**config.mk**
```make
export PLATFORM = sky130hd
export DESIGN_NAME = tm_reply_select
export DESIGN_NICKNAME = d
export VERILOG_FILES = /design/src/rtl/tmr_pkg.sv /design/src/rtl/tmr_cur_stamp.sv /design/src/rtl/tmr_prev_stamp.sv /design/src/rtl/tmr_reply_reg.sv /design/src/rtl/tm_reply_select.sv
export SDC_FILE = /design/constraint.sdc
export NUM_CORES = 1
export LEC_CHECK = 0
export BUFFER_PORTS_ARGS = -buffer_cell sky130_fd_sc_hd__buf_4
export CORE_AREA = 2 2 257 158
export DETAILED_ROUTE_END_ITERATION = 10
export DIE_AREA = 0 0 259 160
export PLACE_DENSITY = 0.5
export SKIP_LAST_GASP = 1
export SLEW_MARGIN = 20
export SYNTH_ARGS = -nofsm -noshare
export SYNTH_HDL_FRONTEND = slang
export SYNTH_SLANG_ARGS = --single-unit
```
**constraint.sdc**
```tcl
create_clock -name clk -period 4.1 [get_ports clk]
set_input_delay 0.82 -clock clk [delete_from_list [all_inputs] [get_ports clk]]
set_output_delay 0.82 -clock clk [all_outputs]
set_load 0.005 [all_outputs]
```
**src/rtl/tmr_pkg.sv**
```systemverilog
package tmr_pkg;
   typedef enum logic {
      RPL_PLAIN = 1'b0,
      RPL_DATA  = 1'b1
   } rpl_kind_e;
endpackage

```
**src/rtl/tmr_cur_stamp.sv**
```systemverilog
module tmr_cur_stamp #(
   parameter int TS_W           = 64,
   parameter bit DUP_INVALIDATE = 1'b1
) (
   input  logic            clk,
   input  logic            rst_n,
   input  logic            enh_en,
   input  logic [TS_W-1:0] master_time,
   input  logic            req_rx,
   input  logic            req_dup,
   input  logic            rsp_tx,
   input  logic            rsp_replay,
   output logic [TS_W-1:0] cur_t2,
   output logic            cur_t2_v,
   output logic            t2_v_next
);
   logic dup_kills;

   generate
      if (DUP_INVALIDATE) begin : g_dup_always
         assign dup_kills = req_dup;
      end else begin : g_dup_enh_only
         assign dup_kills = req_dup & enh_en;
      end
   endgenerate

   assign t2_v_next = ~dup_kills;

   always_ff @(posedge clk) begin
      if (!rst_n) begin
         cur_t2   <= '0;
         cur_t2_v <= 1'b0;
      end else if (req_rx) begin
         cur_t2   <= master_time;
         cur_t2_v <= t2_v_next;
      end else if (rsp_tx && !rsp_replay) begin
         cur_t2_v <= 1'b0;
      end
   end

   // input contract, a dialog closes only in a cycle without a new request
   assert_strobe_excl_R4: assert property (@(posedge clk) disable iff (!rst_n)
      !(req_rx && rsp_tx));

   // in enhanced mode a duplicate request leaves the current T2 invalid
   assert_dup_invalid_R5: assert property (@(posedge clk) disable iff (!rst_n)
      (req_rx && req_dup && enh_en) |=> !cur_t2_v);
endmodule

```
**src/rtl/tmr_prev_stamp.sv**
```systemverilog
module tmr_prev_stamp #(
   parameter int TS_W = 64
) (
   input  logic            clk,
   input  logic            rst_n,
   input  logic            enh_en,
   input  logic [TS_W-1:0] master_time,
   input  logic            rsp_tx,
   input  logic            rsp_replay,
   input  logic [TS_W-1:0] cur_t2,
   input  logic            cur_t2_v,
   output logic            prv_t2_v,
   output logic            prv_t3_v,
   output logic [TS_W-1:0] prv_delay
);
   logic [TS_W-1:0] prv_t2;
   logic [TS_W-1:0] prv_t3;

   always_ff @(posedge clk) begin
      if (!rst_n) begin
         prv_t2   <= '0;
         prv_t3   <= '0;
         prv_t2_v <= 1'b0;
         prv_t3_v <= 1'b0;
      end else if (rsp_tx) begin
         prv_t3 <= master_time;
         if (rsp_replay) begin
            if (enh_en) begin
               prv_t2_v <= 1'b0;
               prv_t3_v <= 1'b0;
            end
         end else begin
            prv_t2   <= cur_t2;
            prv_t2_v <= cur_t2_v;
            prv_t3_v <= 1'b1;
         end
      end
   end

   assign prv_delay = prv_t3 - prv_t2;

   // input contract, the replay flag only qualifies a response strobe
   assert_replay_qual_R6: assert property (@(posedge clk) disable iff (!rst_n)
      rsp_replay |-> rsp_tx);

   // a fresh (non-replayed) dialog close inherits the T2 validity of the current dialog
   assert_roll_valid_R4: assert property (@(posedge clk) disable iff (!rst_n)
      (rsp_tx && !rsp_replay) |=> (prv_t2_v == $past(cur_t2_v)));
endmodule

```
**src/rtl/tmr_reply_reg.sv**
```systemverilog
module tmr_reply_reg
   import tmr_pkg::*;
#(
   parameter int TS_W = 64
) (
   input  logic            clk,
   input  logic            rst_n,
   input  logic            req_rx,
   input  logic            t2_v_next,
   input  logic            prv_t2_v,
   input  logic            prv_t3_v,
   input  logic [TS_W-1:0] master_time,
   input  logic [TS_W-1:0] prv_delay,
   input  logic            rpl_ack,
   output logic            rpl_ready,
   output logic            rpl_pend,
   output logic            rpl_is_data,
   output logic [TS_W-1:0] rpl_master,
   output logic [TS_W-1:0] rpl_delay
);
   rpl_kind_e kind_q;
   rpl_kind_e kind_d;

   assign kind_d = (t2_v_next && prv_t2_v && prv_t3_v) ? RPL_DATA : RPL_PLAIN;

   always_ff @(posedge clk) begin
      if (!rst_n) begin
         rpl_ready  <= 1'b0;
         rpl_pend   <= 1'b0;
         kind_q     <= RPL_PLAIN;
         rpl_master <= '0;
         rpl_delay  <= '0;
      end else begin
         rpl_ready <= req_rx;
         if (req_rx) begin
            rpl_pend   <= 1'b1;
            kind_q     <= kind_d;
            rpl_master <= master_time;
            rpl_delay  <= prv_delay;
         end else if (rpl_ack) begin
            rpl_pend <= 1'b0;
         end
      end
   end

   assign rpl_is_data = (kind_q == RPL_DATA);

   // a held reply does not move until it is consumed or superseded
   assert_hold_stable_R8: assert property (@(posedge clk) disable iff (!rst_n)
      (rpl_pend && !rpl_ack && !req_rx) |=>
         ($stable(rpl_is_data) && $stable(rpl_master) && $stable(rpl_delay) && rpl_pend));

   // acknowledgement without a new request drops the pending flag
   assert_ack_clears_R8: assert property (@(posedge clk) disable iff (!rst_n)
      (rpl_ack && !req_rx) |=> !rpl_pend);
endmodule

```
**src/rtl/tm_reply_select.sv**
```systemverilog
module tm_reply_select #(
   parameter int TS_W           = 64,
   parameter bit DUP_INVALIDATE = 1'b1
) (
   input  logic            clk,
   input  logic            rst_n,
   input  logic            enh_en,
   input  logic [TS_W-1:0] master_time,
   input  logic            req_rx,
   input  logic            req_dup,
   input  logic            rsp_tx,
   input  logic            rsp_replay,
   input  logic            rpl_ack,
   output logic            rpl_ready,
   output logic            rpl_pend,
   output logic            rpl_is_data,
   output logic [TS_W-1:0] rpl_master,
   output logic [TS_W-1:0] rpl_delay
);
   generate
      if (TS_W < 2 || TS_W > 64) begin : g_bad_width
         $error("tm_reply_select: TS_W must lie in 2..64");
      end
   endgenerate

   logic [TS_W-1:0] cur_t2;
   logic            cur_t2_v;
   logic            t2_v_next;
   logic            prv_t2_v;
   logic            prv_t3_v;
   logic [TS_W-1:0] prv_delay;

   tmr_cur_stamp #(.TS_W(TS_W), .DUP_INVALIDATE(DUP_INVALIDATE)) u_cur (
      .clk(clk), .rst_n(rst_n), .enh_en(enh_en), .master_time(master_time),
      .req_rx(req_rx), .req_dup(req_dup), .rsp_tx(rsp_tx), .rsp_replay(rsp_replay),
      .cur_t2(cur_t2), .cur_t2_v(cur_t2_v), .t2_v_next(t2_v_next)
   );

   tmr_prev_stamp #(.TS_W(TS_W)) u_prev (
      .clk(clk), .rst_n(rst_n), .enh_en(enh_en), .master_time(master_time),
      .rsp_tx(rsp_tx), .rsp_replay(rsp_replay), .cur_t2(cur_t2), .cur_t2_v(cur_t2_v),
      .prv_t2_v(prv_t2_v), .prv_t3_v(prv_t3_v), .prv_delay(prv_delay)
   );

   tmr_reply_reg #(.TS_W(TS_W)) u_reply (
      .clk(clk), .rst_n(rst_n), .req_rx(req_rx), .t2_v_next(t2_v_next),
      .prv_t2_v(prv_t2_v), .prv_t3_v(prv_t3_v), .master_time(master_time),
      .prv_delay(prv_delay), .rpl_ack(rpl_ack), .rpl_ready(rpl_ready),
      .rpl_pend(rpl_pend), .rpl_is_data(rpl_is_data), .rpl_master(rpl_master),
      .rpl_delay(rpl_delay)
   );

   // the decision pulse follows every request by one cycle and nothing else
   assert_ready_after_req_R7: assert property (@(posedge clk) disable iff (!rst_n)
      req_rx |=> rpl_ready);
   assert_ready_has_cause_R7: assert property (@(posedge clk) disable iff (!rst_n)
      rpl_ready |-> $past(req_rx));

   // master field is the time sampled at the request strobe
   assert_master_field_R1: assert property (@(posedge clk) disable iff (!rst_n)
      rpl_ready |-> (rpl_master == $past(master_time)));

   // a data reply needs a complete previous dialog
   assert_data_needs_prev_R2: assert property (@(posedge clk) disable iff (!rst_n)
      (rpl_ready && rpl_is_data) |-> $past(prv_t2_v && prv_t3_v));

   // enhanced duplicate request always yields a plain reply
   assert_enh_dup_plain_R5: assert property (@(posedge clk) disable iff (!rst_n)
      (req_rx && req_dup && enh_en) |=> (rpl_ready && !rpl_is_data));
endmodule

```
* Yosys cells after proc, flatten, opt, wreduce, memory -nomap -nowiden
Cells that the tools add are included.
Cells by class: add/sub/neg operators 1, multiply operators 0, div/mod/pow operators 0, order comparisons 0, equal/unequal tests 1, shifts and indexed selects 0, multiplexer cells 8, bitwise logic cells 2, reduce and logical (&&, ||, !) cells 8
Operators with widths (count):
- $sub A64 B64 Y64 | 1
- $mux W1 | 8
- $reduce_and A2 Y1 | 2
- $reduce_bool A2 Y1 | 2
- $logic_and A1 B1 Y1 | 3
- $ne A2 B2 Y1 const B | 1
- $not A1 Y1 | 2
- $logic_not A1 Y1 | 1
Storage, ports and cells: register bits 262, bits in latches 0, RAM bits 0, bits in read-only memories 0, input port bits 72, output and inout port bits 131, word-level logic and storage cells 30, memories 0

* Longest topological paths before layout
Gate-level depths: netlist of the first run.
word-level depth 4, depth in mapped cells 12

* By module
A second synthesis of the first run with hierarchy kept.
Unflattened totals: cell total of the unflattened synthesis 1778, area, all modules 16400.7 um2
Modules (own cells, without submodules):
- tmr_prev_stamp | instances 1, cells an instance 1143, area each 8929.8 um2, sequential area each 2602.5 um2
- tmr_reply_reg | instances 1, cells an instance 422, area each 4974.8 um2, sequential area each 2622.5 um2
- tmr_cur_stamp | instances 1, cells an instance 213, area each 2496.1 um2, sequential area each 1301.2 um2

* Worst setup path after synthesis of the first run
OpenSTA, ideal clock, no wires.
path kind register to register, from register u_prev.prv_t3[0], to register u_reply.rpl_delay[62], library setup time 122 ps, arrival time 2770 ps, data required time 3978 ps, setup slack 1208 ps, cell stages (with the launch flop) 13, buffers on the path 0, path through dfxtp_1 > inv_1 > ha_1 > fa_1 > nand2b_1 > a21oi_1 > o2111ai_2 > a31oi_2 > o211ai_2 > a211oi_2 > nor2_1 > o2111a_1 > a221o_1
Between the ends: cells in the longest elaborated chain, start to end 1
Ends and longest elaborated chain:
- start, declared | RTL line tmr_prev_stamp.sv:17 | logic [TS_W-1:0] prv_t3;
- start signal, assigned | RTL line tmr_prev_stamp.sv:26 | prv_t3 <= master_time;
- $sub A64 B64 Y64 | RTL line tmr_prev_stamp.sv:40 | assign prv_delay = prv_t3 - prv_t2;
- end signal, assigned | RTL line tmr_reply_reg.sv:39 | rpl_delay <= prv_delay;
- end, declared | RTL line tmr_reply_reg.sv:19 | output logic [TS_W-1:0] rpl_delay
Every way passes these cells. A chain may end at the register's enable or synchronous reset.

* Worst setup path after layout of the first run
Same ends and word-level chain as after synthesis.

==> flow_summary.ini, run 1 <==
[sta]
finalSetupTns_ns = 0
setup_ws_ns = 0.726
slew_headroom_pct = 34.9
grt_setup_unrepaired = no
report.final.slew_viol_count = 0
fmax_mhz = 296
period_minus_slack_ns = 3.37
tightest_slew_ns = 0.976
setup_viol = 0
finalHoldViolations = 0
fin_crit_sh_pct = 82.3
skew_ns = 0.0139
holdWs_ns = 0.442

[floorplan]
initial_core_util_pct = 33.3
core-area_um2 = 39400
core.rowCount = 57
die_area_um2 = 41400
num_io_pins = 203
dieWidth_um = 259
die_h_um = 160

[setup_path]
cp-end-kind = flop
cp_max_fo = 4
cp.required_ns = 4.55
r2r-end = u_reply.rpl_delay[62]
cp-start-kind = flop
cp.arrival_ns = 3.82
r2r-start = u_prev.prv_t3[0]
reg2reg_depth = 13
rrSetupSlack_ns = 0.73
critPathKind = reg2reg

[clocking]
post_cts_buffers = 0
cts_resized = 0
cts_sinks = 262
numCtsBuffers = 28
insertion_delay_ns = 0.56
cts_hold_buffers = 0
h-tree-depth = 1
clk_transition_reported_paths_ns = 0.06
tritoncts = built
clockBufferDepth = 3
cts-root-buf = clkbuf_16

[placement]
portBuffers = 202
dp_hpwl_um = 29400
place.gp.congestion = 0.867
dp_slack_ns = 0.791

[power_and_ir_drop]
powerDensity_nw_per_um2 = 442
peakVddDrop_mv = 0.314
leakage_nw = 7.10

[finish]
multi_input_area_um2 = 7230
layout-drive-gt1-share_pct = 16.0
final_core_util_pct = 40.5
antenna_cells = 0
seqCellArea_um2 = 5250
fillCellCount = 4004
areaGrowthSynthToFinish_pct = 21.8
fin_nets = 1866

[global_routing]
grt_antenna_before_repair = 0
grt_max_degree = 124
grt_pass1_vias = 10541
track_usage_pct = 18.8
grt_pass1_wl_um = 62300
grt-ovfl-total = 0

[yosys]
synth_cells = 1577
yosys_warnings = 0
synth_top_area_share_pct = 40.0
synth_ff_type = dfxtp_1
syn_avg_cell_area_um2 = 8.32
yosysUniqueCellTypes = 69
syn_area_um2 = 13100
ys_ff_latch = 262
synth_edf_count = 0
syn-num-nets = 1713
ys_seq_area_share_pct = 40.0
synth_area_leader_cell = dfxtp_1
async_reset_ff_share_pct = 0
synth.area.top_cells = dfxtp_1 40%, mux2i_1 12%, nand2_1 6.0%

[min_path]
hp-class = reg2reg
min_path_cells = 2
hp-start = u_reply.rpl_delay[25]
holdPathEnd = u_reply.rpl_delay[25]

[routing]
wl_per_cell_um = 17.6
drt_iter0_markers = 780
via_per_inst = 5.01
antenna_left = 0
routed_wl_um = 40000
via_count = 11407
drc = 0
drt_pass1_iterations = 5

[run]
timing.max_cap.violations = 0

[run_status]
status = finished, final reports clean
==> per-stage QoR <==
step	total power, mW	area [um2]	instances
global placement	4.55	15100	2231
detailed placement	4.56	15100	2231
global route	7.44	16000	2279
CTS	7.15	16000	2279
finish	7.06	16000	2279
floorplan	3.92	13100	1577
==> cells by family after synthesis <==
group | Yosys count | share of synthesized area [%]
and+or+nand+nor | 535 | 17.4
AOI/OAI and AO/OA | 349 | 16.9
DFF | 262 | 40.0
buffers and inverters | 171 | 5.02
muxes | 151 | 11.5
adders and majority gates | 64 | 6.16
xor gates and xnor gates | 45 | 3.00
==> routing by layer <==
layer | GRT usage (%) | part of all wire (%) | vias to the layer above | wire (um)
met1 | 29.6 | 53 | 5396 | 21300
met2 | 26.4 | 41 | 249 | 16200
li1 | - | - | 5722 | -
met5 | 0 | 0 | - | 0
met3 | 3.27 | 4.6 | 40 | 1850
met4 | 3.49 | 1.8 | 0 | 716
==> critical path: stages (launching register included) <==
cell       delay (ns)
dfxtp_1          0.32
inv_1            0.05
ha_1             0.21
fa_1             0.40
nand2b_1         0.18
a21oi_1          0.15
buf_4            0.15
o2111ai_2        0.15
a31oi_2          0.38
o211ai_2         0.20
a211oi_2         0.43
nor2_1           0.13
o2111a_1         0.27
a221o_1          0.25
==> state kept, by name, summed over array words and instances (netlist names) <==
name and count:
u_cur.cur_t2 64, u_cur.cur_t2_v 1, u_prev.prv_t2 64, u_prev.prv_t2_v 1
u_prev.prv_t3 64, u_prev.prv_t3_v 1, u_reply.rpl_delay 64, u_reply.rpl_is_data 1
u_reply.rpl_pend 1, u_reply.rpl_ready 1
==> layout make-up <==
cell class / instances / area share [%]
Clock buffer: 39 / 5.22
Multi-Input combinational cell: 1144 / 45.2
Inverter: 83 / 1.98
Timing Repair Buffer: 211 / 10.1
Tap cell: 531 / 4.16
Clock inverter: 9 / 0.478
Sequential cell: 262 / 32.8
==> how the worst max path moves through the flow <==
stage,slack (ns),end,cells after the start,startpoint
2_1_floorplan,1.21,u_reply.rpl_delay[62],12,u_prev.prv_t3[0]
3_3_place_gp,0.83,u_reply.rpl_delay[62],13,u_prev.prv_t3[0]
3_5_place_dp,0.79,u_reply.rpl_delay[60],12,u_prev.prv_t2[3]
4_1_cts,0.77,u_reply.rpl_delay[62],13,u_prev.prv_t3[0]
5_1_grt,0.48,u_reply.rpl_delay[60],11,u_prev.prv_t2[7]
6_report,0.73,u_reply.rpl_delay[62],13,u_prev.prv_t3[0]
==> power breakdown <==
part | switching [mW] | internal (mW) | leakage, nW
Clock | 1.09 | 1.47 | 0.453
Combinational | 0.940 | 0.714 | 4.50
Sequential | 0.125 | 2.73 | 2.15
Total | 2.15 | 4.91 | 7.10
==> synthesized netlist by cell type (all sizes together) (9+ instances only) <==
cell type / count
a211oi: 9
a21o: 39
nand2b: 11
mux2i: 151
a21oi: 154
nand4: 17
nor3: 17
nand2: 211
o21ai: 61
and3: 14
xor2: 18
buf: 18
a31oi: 13
ha: 63
dfxtp: 262
inv: 82
clkbuf: 70
o211ai: 16
xnor2: 27
nor2: 206
and2: 12
nand3: 24
o21bai: 13
==> layout by cell type, fill, tap and decap left out, types with 4 or more instances in the layout <==
| master | synthesis | layout |
|---|---|---|
| a31oi_1 | 12 | 12 |
| or3_1 | 4 | 4 |
| xnor2_1 | 27 | 27 |
| nand2b_1 | 11 | 11 |
| mux2i_1 | 151 | 151 |
| o211ai_1 | 12 | 12 |
| dfxtp_1 | 262 | 262 |
| and3_1 | 14 | 14 |
| clkbuf_8 | 0 | 7 |
| nor2_1 | 206 | 205 |
| clkinv_2 | 0 | 6 |
| nand3b_1 | 4 | 4 |
| o21ai_1 | 24 | 24 |
| buf_4 | 0 | 208 |
| o21a_1 | 4 | 4 |
| o21bai_1 | 13 | 13 |
| nor3_1 | 15 | 15 |
| nand2_1 | 211 | 210 |
| clkbuf_16 | 0 | 29 |
| ha_1 | 63 | 63 |
| nor2b_1 | 5 | 4 |
| a211oi_1 | 8 | 8 |
| nand3_1 | 24 | 24 |
| xor2_1 | 18 | 18 |
| nand4_1 | 17 | 17 |
| and2_1 | 11 | 11 |
| a21oi_1 | 151 | 151 |
| o21ai_0 | 37 | 37 |
| o211ai_2 | 4 | 4 |
| inv_1 | 81 | 81 |
| a21o_1 | 39 | 39 |
Note: power is estimated with default switching activity, not from simulation.
==> run 2, diff against run 1 <==
clock period = 3.2 ns   (was 4.1 ns; I/O delays follow)
==> run 2 against run 1 <==
Effect of this change:
- global-route usage is essentially flat
- die area unchanged
- via count about the same
- clock power rose by 32%
- design area grew 1.9%
- largest cell class unchanged
- highest routed layer unchanged
==> flow_summary.ini, run 2 (synthesis gave the netlist of run 1 again) <==
[routing]
wl_met3_um = 1800
routed_wl_um = 39900
met2WireLength_um = 16000
drt_pass1_iterations = 5
m1WireLength_um = 21300
dr.max_layer_used = met4
via_per_inst = 4.94
via_count = 11408
wl_per_cell_um = 17.3
antenna_left = 0
drc = 0
drt_iter0_markers = 826

[clocking]
numCtsBuffers = 27
clk_transition_reported_paths_ns = 0.06
tritoncts = built
cts_sinks = 262
insertion_delay_ns = 0.56
clockBufferDepth = 3
h-tree-depth = 1
cts-root-buf = clkbuf_16
cts_hold_buffers = 0

[sta]
period_minus_slack_ns = 3.06
fmax_mhz = 327
fin_crit_sh_pct = 95.7
slew_headroom_pct = 47.1
grt_setup_unrepaired = yes
finalHoldViolations = 0
setup_viol = 0
report.final.slew_viol_count = 0
skew_ns = 0.0231
finalSetupTns_ns = 0
tightest_slew_ns = 0.793

[setup_path]
path_cells = inv_1, ha_1, fa_1, nand2b_1, a21oi_2, o2111ai_2, a31oi_4, o211ai_2, a211oi_2, buf_4, nor2_1, o2111a_1, a221o_1
cp.arrival_ns = 3.50
critPathBufInv = 2
cp.required_ns = 3.63
cp-start-kind = flop
cpLargestDelayFamily = compound AO/OA/AOI/OAI gates
crit_path_top_delay_cell = fa_1
cp-end-kind = flop
cp_max_fo = 4
critPathKind = reg2reg
worst_path_largest_cell_delay_ns = 0.38

[finish]
layout_common_cells = 262 x dfxtp_1, 240 x buf_4, 210 x nand2_1
final_core_util_pct = 41.3
antenna_cells = 0
areaGrowthSynthToFinish_pct = 24.1
seqCellArea_um2 = 5250
multi_input_area_um2 = 7260
final_common_cell = dfxtp_1
fin_nets = 1897
layout-drive-gt1-share_pct = 17.7
final_area_um2 = 16300
fillCellCount = 4031

[run_status]
status = finished, final reports clean

[floorplan]
core-area_um2 = 39400
die_area_um2 = 41400
initial_core_util_pct = 33.3
dieWidth_um = 259
num_io_pins = 203
core.rowCount = 57
die_h_um = 160

[power_and_ir_drop]
leakage_nw = 7.26
finalPower_mw = 9.22
peakVddDrop_mv = 0.313
powerDensity_nw_per_um2 = 567

[placement]
place.gp.congestion = 0.880
dpl-instance-area_um2 = 15300
portBuffers = 202
dp_hpwl_um = 29600

[global_routing]
grt_antenna_before_repair = 0
grt_max_degree = 144
grt_pass1_wl_um = 62500
grt-ovfl-total = 0
grt_pass1_vias = 10923
track_usage_pct = 18.8

[min_path]
hp-class = in2reg

[run]
timing.max_cap.violations = 0
## run 2: cell types whose count changed in the layout (fill, tap and decap cells not counted), sizes merged
cell / delta
buf: +32
bufinv: +3
clkbuf: -5
clkinv: -2
clkinvlp: +1
inv: +3
## run 2: final timing paths
path	startpoint	to	slack [ns]	cells past startpoint
setup / recovery	u_prev.prv_t3[0]	u_reply.rpl_delay[62]	0.14	13
hold / removal	master_time[47]	u_prev.prv_t3[47]	0.33	3
setup reg to reg	u_prev.prv_t3[0]	u_reply.rpl_delay[62]	0.14	13
hold reg to reg	u_reply.rpl_delay[54]	u_reply.rpl_delay[54]	0.45	2
## run 2: through the flow
step	hold WS, ns	cells	setup slack, ns
5_1_grt	0.306	2311	-0.0519
3_3_place_gp	0.439	2262	0.107
6_report	0.328	2311	0.138
3_5_place_dp	0.443	2262	0.0240
4_1_cts	0.296	2310	0.0331
2_1_floorplan	0.436	1577	0.308
## run 2: what timing repair did
action	in CTS	in global routing
pin swaps	0	2
setup endpoints to repair	1	10
setup buffers	0	1
gates resized for setup	1	4
## run 2: power breakdown
part	internal (mW)	leakage, nW	switching [mW]
combinational	0.966	4.65	1.22
sequential	3.49	2.15	0.157
clock	1.98	0.456	1.41
## run 2: area by class of cell
cell class	instances	share of cell area (%)
clock buffers	34	4.56
flip-flops and latches	262	32.2
well taps	531	4.08
inverters	83	1.94
multi-input cells	1144	44.6
clock inverters	14	1.21
repair buffers	243	11.4
## run 2: tightest hold or removal path, delay by kind of cell
| kind | cells | cell delay (ns) |
|---|---|---|
| and+or+nand+nor | 1 | 0.07 |
| muxes | 1 | 0.06 |
| buffers and inverters | 1 | 0.08 |
## run 2: layer usage
metal,vias up,track usage [%]
li1,5792,-
met1,5317,29.3
met2,258,27.0
met3,41,2.83
met4,0,3.91
met5,-,0
